--- src/rtl/dual_result_port_pkg.sv ---
// Package: shared types for the dual-channel readout port.
// Assumes: channel selection is a single bit, 1 meaning channel A.
package dual_result_port_pkg;

    typedef enum logic {
        CHAN_B = 1'b0,
        CHAN_A = 1'b1
    } chan_sel_e;

    typedef enum logic {
        EDGE_RISE = 1'b0,
        EDGE_FALL = 1'b1
    } edge_kind_e;

endpackage

--- src/rtl/port_edge_det.sv ---
// Module: single-cycle edge detector on a level flag.
// Assumes: the input is synchronous to clk. The delay flop clears on reset,
// so a flag that is already high when reset ends is not reported as a fall.
module port_edge_det
    import dual_result_port_pkg::*;
#(
    parameter edge_kind_e KIND = EDGE_RISE
) (
    input  logic clk,
    input  logic rst_n,
    input  logic level_i,
    output logic hit_o
);

    logic level_d;

    // Keep the previous sample of the flag.
    always_ff @(posedge clk) begin
        if (!rst_n) level_d <= 1'b0;
        else        level_d <= level_i;
    end

    generate
        if (KIND == EDGE_RISE) begin : g_rise
            // Report a low-to-high change.
            assign hit_o = level_i & ~level_d;
        end else begin : g_fall
            // Report a high-to-low change.
            assign hit_o = ~level_i & level_d;
        end
    endgenerate

endmodule

--- src/rtl/port_result_hold.sv ---
// Module: result register that loads on a one-cycle strobe and holds otherwise.
// Assumes: the strobe lines up with the cycle in which the data is valid.
module port_result_hold #(
    parameter int unsigned WIDTH = 16
) (
    input  logic             clk,
    input  logic             rst_n,
    input  logic             load_i,
    input  logic [WIDTH-1:0] data_i,
    output logic [WIDTH-1:0] hold_o
);

    // Capture on strobe, clear on reset.
    always_ff @(posedge clk) begin
        if (!rst_n)      hold_o <= '0;
        else if (load_i) hold_o <= data_i;
    end

endmodule

--- src/rtl/port_lane_swap.sv ---
// Module: reverses the order of byte lanes when swap is set.
// Assumes: WIDTH is a whole multiple of LANE_W. With two lanes this exchanges
// the high and low halves.
module port_lane_swap #(
    parameter int unsigned WIDTH  = 16,
    parameter int unsigned LANE_W = 8
) (
    input  logic             swap_i,
    input  logic [WIDTH-1:0] word_i,
    output logic [WIDTH-1:0] word_o
);

    localparam int unsigned NUM_LANES = WIDTH / LANE_W;

    generate
        for (genvar i = 0; i < NUM_LANES; i++) begin : g_lane
            localparam int unsigned SRC = NUM_LANES - 1 - i;
            // Pick the straight or mirrored lane for position i.
            assign word_o[i*LANE_W +: LANE_W] =
                swap_i ? word_i[SRC*LANE_W +: LANE_W] : word_i[i*LANE_W +: LANE_W];
        end
    endgenerate

endmodule

--- src/rtl/dual_result_port.sv ---
// Module: dual-channel result readout onto a registered parallel bus.
// Channel A loads on the rise of the done flag and channel B on the fall of
// busy, so channel A can be read early. The output word and the pad enable are
// both registered. Assumes all inputs are synchronous to clk and that the pad
// ring applies bus_drive_o as the tri-state enable.
module dual_result_port
    import dual_result_port_pkg::*;
#(
    parameter int unsigned DATA_W = 16,
    parameter int unsigned LANE_W = 8
) (
    input  logic              clk,
    input  logic              rst_n,
    input  logic [DATA_W-1:0] res_a_i,
    input  logic [DATA_W-1:0] res_b_i,
    input  logic              a_done_i,
    input  logic              busy_i,
    input  logic              cs_n_i,
    input  logic              rd_n_i,
    input  logic              sel_a_i,
    input  logic              swap_i,
    output logic [DATA_W-1:0] bus_data_o,
    output logic              bus_drive_o
);

    logic              a_load;
    logic              b_load;
    logic [DATA_W-1:0] hold_a;
    logic [DATA_W-1:0] hold_b;
    logic [DATA_W-1:0] chosen;
    logic [DATA_W-1:0] laned;
    logic              read_req;
    chan_sel_e         chan;

    port_edge_det #(.KIND(EDGE_RISE)) u_a_edge (
        .clk     (clk),
        .rst_n   (rst_n),
        .level_i (a_done_i),
        .hit_o   (a_load)
    );

    port_edge_det #(.KIND(EDGE_FALL)) u_b_edge (
        .clk     (clk),
        .rst_n   (rst_n),
        .level_i (busy_i),
        .hit_o   (b_load)
    );

    port_result_hold #(.WIDTH(DATA_W)) u_hold_a (
        .clk    (clk),
        .rst_n  (rst_n),
        .load_i (a_load),
        .data_i (res_a_i),
        .hold_o (hold_a)
    );

    port_result_hold #(.WIDTH(DATA_W)) u_hold_b (
        .clk    (clk),
        .rst_n  (rst_n),
        .load_i (b_load),
        .data_i (res_b_i),
        .hold_o (hold_b)
    );

    // Decode the channel choice and the read request.
    always_comb begin
        chan     = chan_sel_e'(sel_a_i);
        chosen   = (chan == CHAN_A) ? hold_a : hold_b;
        read_req = ~cs_n_i & ~rd_n_i;
    end

    port_lane_swap #(.WIDTH(DATA_W), .LANE_W(LANE_W)) u_swap (
        .swap_i (swap_i),
        .word_i (chosen),
        .word_o (laned)
    );

    // Register the pad enable and the output word; zero the word when floating.
    always_ff @(posedge clk) begin
        if (!rst_n) begin
            bus_drive_o <= 1'b0;
            bus_data_o  <= '0;
        end else begin
            bus_drive_o <= read_req;
            bus_data_o  <= read_req ? laned : '0;
        end
    end

endmodule

--- config.mk ---
export PLATFORM = sky130hd
export DESIGN_NAME = dual_result_port
export DESIGN_NICKNAME = d
export VERILOG_FILES = /design/src/rtl/dual_result_port_pkg.sv /design/src/rtl/port_edge_det.sv /design/src/rtl/port_result_hold.sv /design/src/rtl/port_lane_swap.sv /design/src/rtl/dual_result_port.sv
export SDC_FILE = /design/constraint.sdc
export NUM_CORES = 1
export LEC_CHECK = 0
export BUFFER_PORTS_ARGS = -buffer_cell sky130_fd_sc_hd__buf_2
export CORE_UTILIZATION = 38
export DETAILED_ROUTE_END_ITERATION = 7
export HOLD_SLACK_MARGIN = 0.15
export PLACE_DENSITY = 0.59
export SKIP_CTS_REPAIR_TIMING = 1
export SLEW_MARGIN = 20
export SYNTH_ARGS = -nofsm -noshare
export SYNTH_HDL_FRONTEND = slang
export SYNTH_HIERARCHICAL = 1
export SYNTH_SLANG_ARGS = --single-unit
--- constraint.sdc ---
create_clock -name clk -period 1.4 [get_ports clk]
set_input_delay 0.35 -clock clk [delete_from_list [all_inputs] [get_ports clk]]
set_output_delay 0.35 -clock clk [all_outputs]
set_load 0.01 [all_outputs]
==> results.md <==
* Reg clk slew, reported paths at 0.09 ns
* TritonCTS clock tree: built
* Slew HR at 83.1%
* CP Max Fanout at 7
* Detail-routed via count per cell at 4.55
* Total congestion overflow at 0
* Unrepaired setup endpoints after global routing: no
* Worst slew pin tran at 0.253 ns
* Startpoint types: input pin
* Status: completed
* Synth top cells by count: 51 x dfxtp_1, 32 x mux2i_1, 32 x nor2b_1
* Total track usage at 13.4%
* Layout Utilization at 47.9%
* Register-to-register setup slack at 0.20 ns
* EDFF count, synth at 0
* Drt total wl at 4.15 mm
* Final Max Tran Viols at 0
* Worst path slowest cell: mux2_4
* Placer Congestion at 0.670
* Largest area contributor in the netlist: dfxtp_1
* TritonRoute pass-1 iters at 4
* DRC violations left at 0
* Final setup violation count at 0
* Clock period minus worst slack at 1.28 ns
* CP required at 1.60 ns
* Worst reg2reg path startpoint: u_hold_b/hold_o[3]
* Core ar. at 0.00596 mm²
* DIE AREA at 0.00653 mm²
* R2r endpoint: bus_data_o[3]
* Netlist cell types at 17
* Total CTS buffers at 5
* Yosys reg bits at 51
* FILL cells at 554
* Final hold viol count at 0
* FP Rows at 28
* Vias in the first global route at 1350
* Die width at 80.8 µm
* Top-count cell post-synth: dfxtp_1
* Most frequent CP cell: mux2_4
* Htree depth at 2
* Die Span Y at 80.8 µm
* Clock Skew at 0.00196 ns
* Placed cell count at 308
* Critical path type: in -> reg
* Cell breakdown of the critical path: buf_2 -> buf_4 -> mux2_4 -> mux2_4 -> and4bb_2
* Max VDD drop at 0.000403 V
* Crit-path leading delay family: multiplexers
* Setup crit end kind: flop
* Total power at 2.96 mW
* Crit path depth at 5
* Syn Nets at 221
* Syn_area_per_cell at 13.0 µm²
* Vias at 1438
* Initial antenna violation count at 0
* First-pass GRT wire length at 6.56 mm
* Setup_tns at 0 ns
* Worst endpoint data arrival time at 1.48 ns
* Starting Density at 39.6%
* Yosys warns at 6
* Clk sinks at 51
* Crit. Startpoint: sel_a_i
* # diodes at 0
* Pwr/cell area at 1040 mW/mm²
* Slowest Stage Delay on Critical Path at 0.32 ns
* Max clock buf depth at 2
* Top cells by area, synth: dfxtp_1 43%, mux2i_1 14%, mux2_4 13%, nor2b_1 8.5%, and4bb_2 6.9%
* Area of the multi-input gates at 0.00121 mm²
* Top-Level Pins at 57
* R2R depth at 3
* Clk root buf: clkbuf_8
* Worst-skew pair later-pin latency at 0.30 ns
* Largest net degree at the start of global routing at 52
* Finished Layout Cells at 316
* Area added between synthesis and finish at 20.7%
* Initial DRC count at 43
* Leak at 1.26 nW
* Buf/Inv on CP at 2
* Layout cells sized above 1 at 50.2%
* Worst hold path type: in -> reg
* Post-synth ARST share at 0%
* Synth top area share at 43.2%
* Final net count at 280
* FF/Latch Area at 0.00102 mm²
* Fmax achieved at 780 MHz
* Final worst-path cycle share at 91.6%
* Drt wl/cell at 13.1 µm
* Synth Cell Area at 0.00236 mm²
* Seq/Total Area, Yosys at 43.2%
* Final hold slack at 0.270 ns
* Synthesized instance count at 181
* Post-DP HPWL at 3.05 mm
* Commonest register cell after synthesis: dfxtp_1
* Critical Path Sink: bus_data_o[6]
* Max cap viols at 0
* Final ANT Viol Nets at 0
* IO buf count at 56
-- worst min-delay path by stage --
| stage | startpoint | endpoint | slack (ns) | depth (start not counted) |
|---|---|---|---|---|
| after global placement | u_hold_a/hold_o[2] | u_hold_a/hold_o[2] | 0.49 | 2 |
| after floorplan | rd_n_i | bus_data_o[11] | 0.43 | 1 |
| final | a_done_i | u_a_edge/level_d | 0.27 | 2 |
| after CTS | a_done_i | u_a_edge/level_d | 0.26 | 2 |
| after detailed placement | u_hold_a/hold_o[3] | u_hold_a/hold_o[3] | 0.50 | 2 |
| after global routing | a_done_i | u_a_edge/level_d | 0.27 | 2 |
-- worst reg2reg max path, stage by stage, from the launching register on --
cell	delay, ns
dfxtp_1	0.32
mux2_2	0.29
mux2_4	0.28
and4bb_2	0.22
-- power by group --
group	switching, mW	internal [mW]
Sequential	0.0263	1.50
Combinational	0.147	0.236
Clock	0.468	0.579
Total	0.642	2.32
-- layout make-up --
cell class	count	share of cell area, %
clock inverters	2	1.23
multi-input cells	117	42.4
flip-flops and latches	51	35.8
well taps	75	3.29
repair buffers	65	14.4
clock buffers	6	2.90
-- per-layer routing --
| metal | up-vias | global-route usage [%] | routed length, µm |
|---|---|---|---|
| li1 | 751 | - | - |
| met1 | 648 | 19.2 | 2170 |
| met2 | 34 | 18.5 | 1700 |
| met3 | 5 | 4.49 | 229 |
| met4 | 0 | 4.29 | 46 |
| met5 | - | 0 | 0 |
-- cells by family after synthesis --
| kind of cell | after synthesis | synth area share, % |
|---|---|---|
| buf+inv | 13 | 6.25 |
| simple gates | 53 | 18.5 |
| flops | 51 | 43.2 |
| mux | 64 | 32.0 |
-- per-stage QoR --
stage / setup slack [ns] / cell area [µm²]
2_1_floorplan: -0.0725 / 2380
3_3_place_gp: -0.199 / 2730
3_5_place_dp: -0.205 / 2730
4_1_cts: 0.114 / 2850
5_1_grt: 0.0892 / 2850
6_report: 0.118 / 2850
-- flip-flops by register name, summed over array words and instances, names as in the netlist --
register          count
u_a_edge/level_d      1
bus_drive_o           1
u_hold_a/hold_o      16
u_hold_b/hold_o      16
u_b_edge/level_d      1
bus_data_o           16
-- layout by cell type (no fill, tap or decap), drive strengths merged --
| master | instances |
|---|---|
| mux2 | 32 |
| and2b | 1 |
| clkbuf | 6 |
| nor2b | 33 |
| nor4bb | 3 |
| bufinv | 1 |
| and4bb | 13 |
| nor3b | 1 |
| clkinv | 1 |
| and2 | 2 |
| buf | 65 |
| mux2i | 32 |
| dfxtp | 51 |
(Power assumes the default switching activity.)
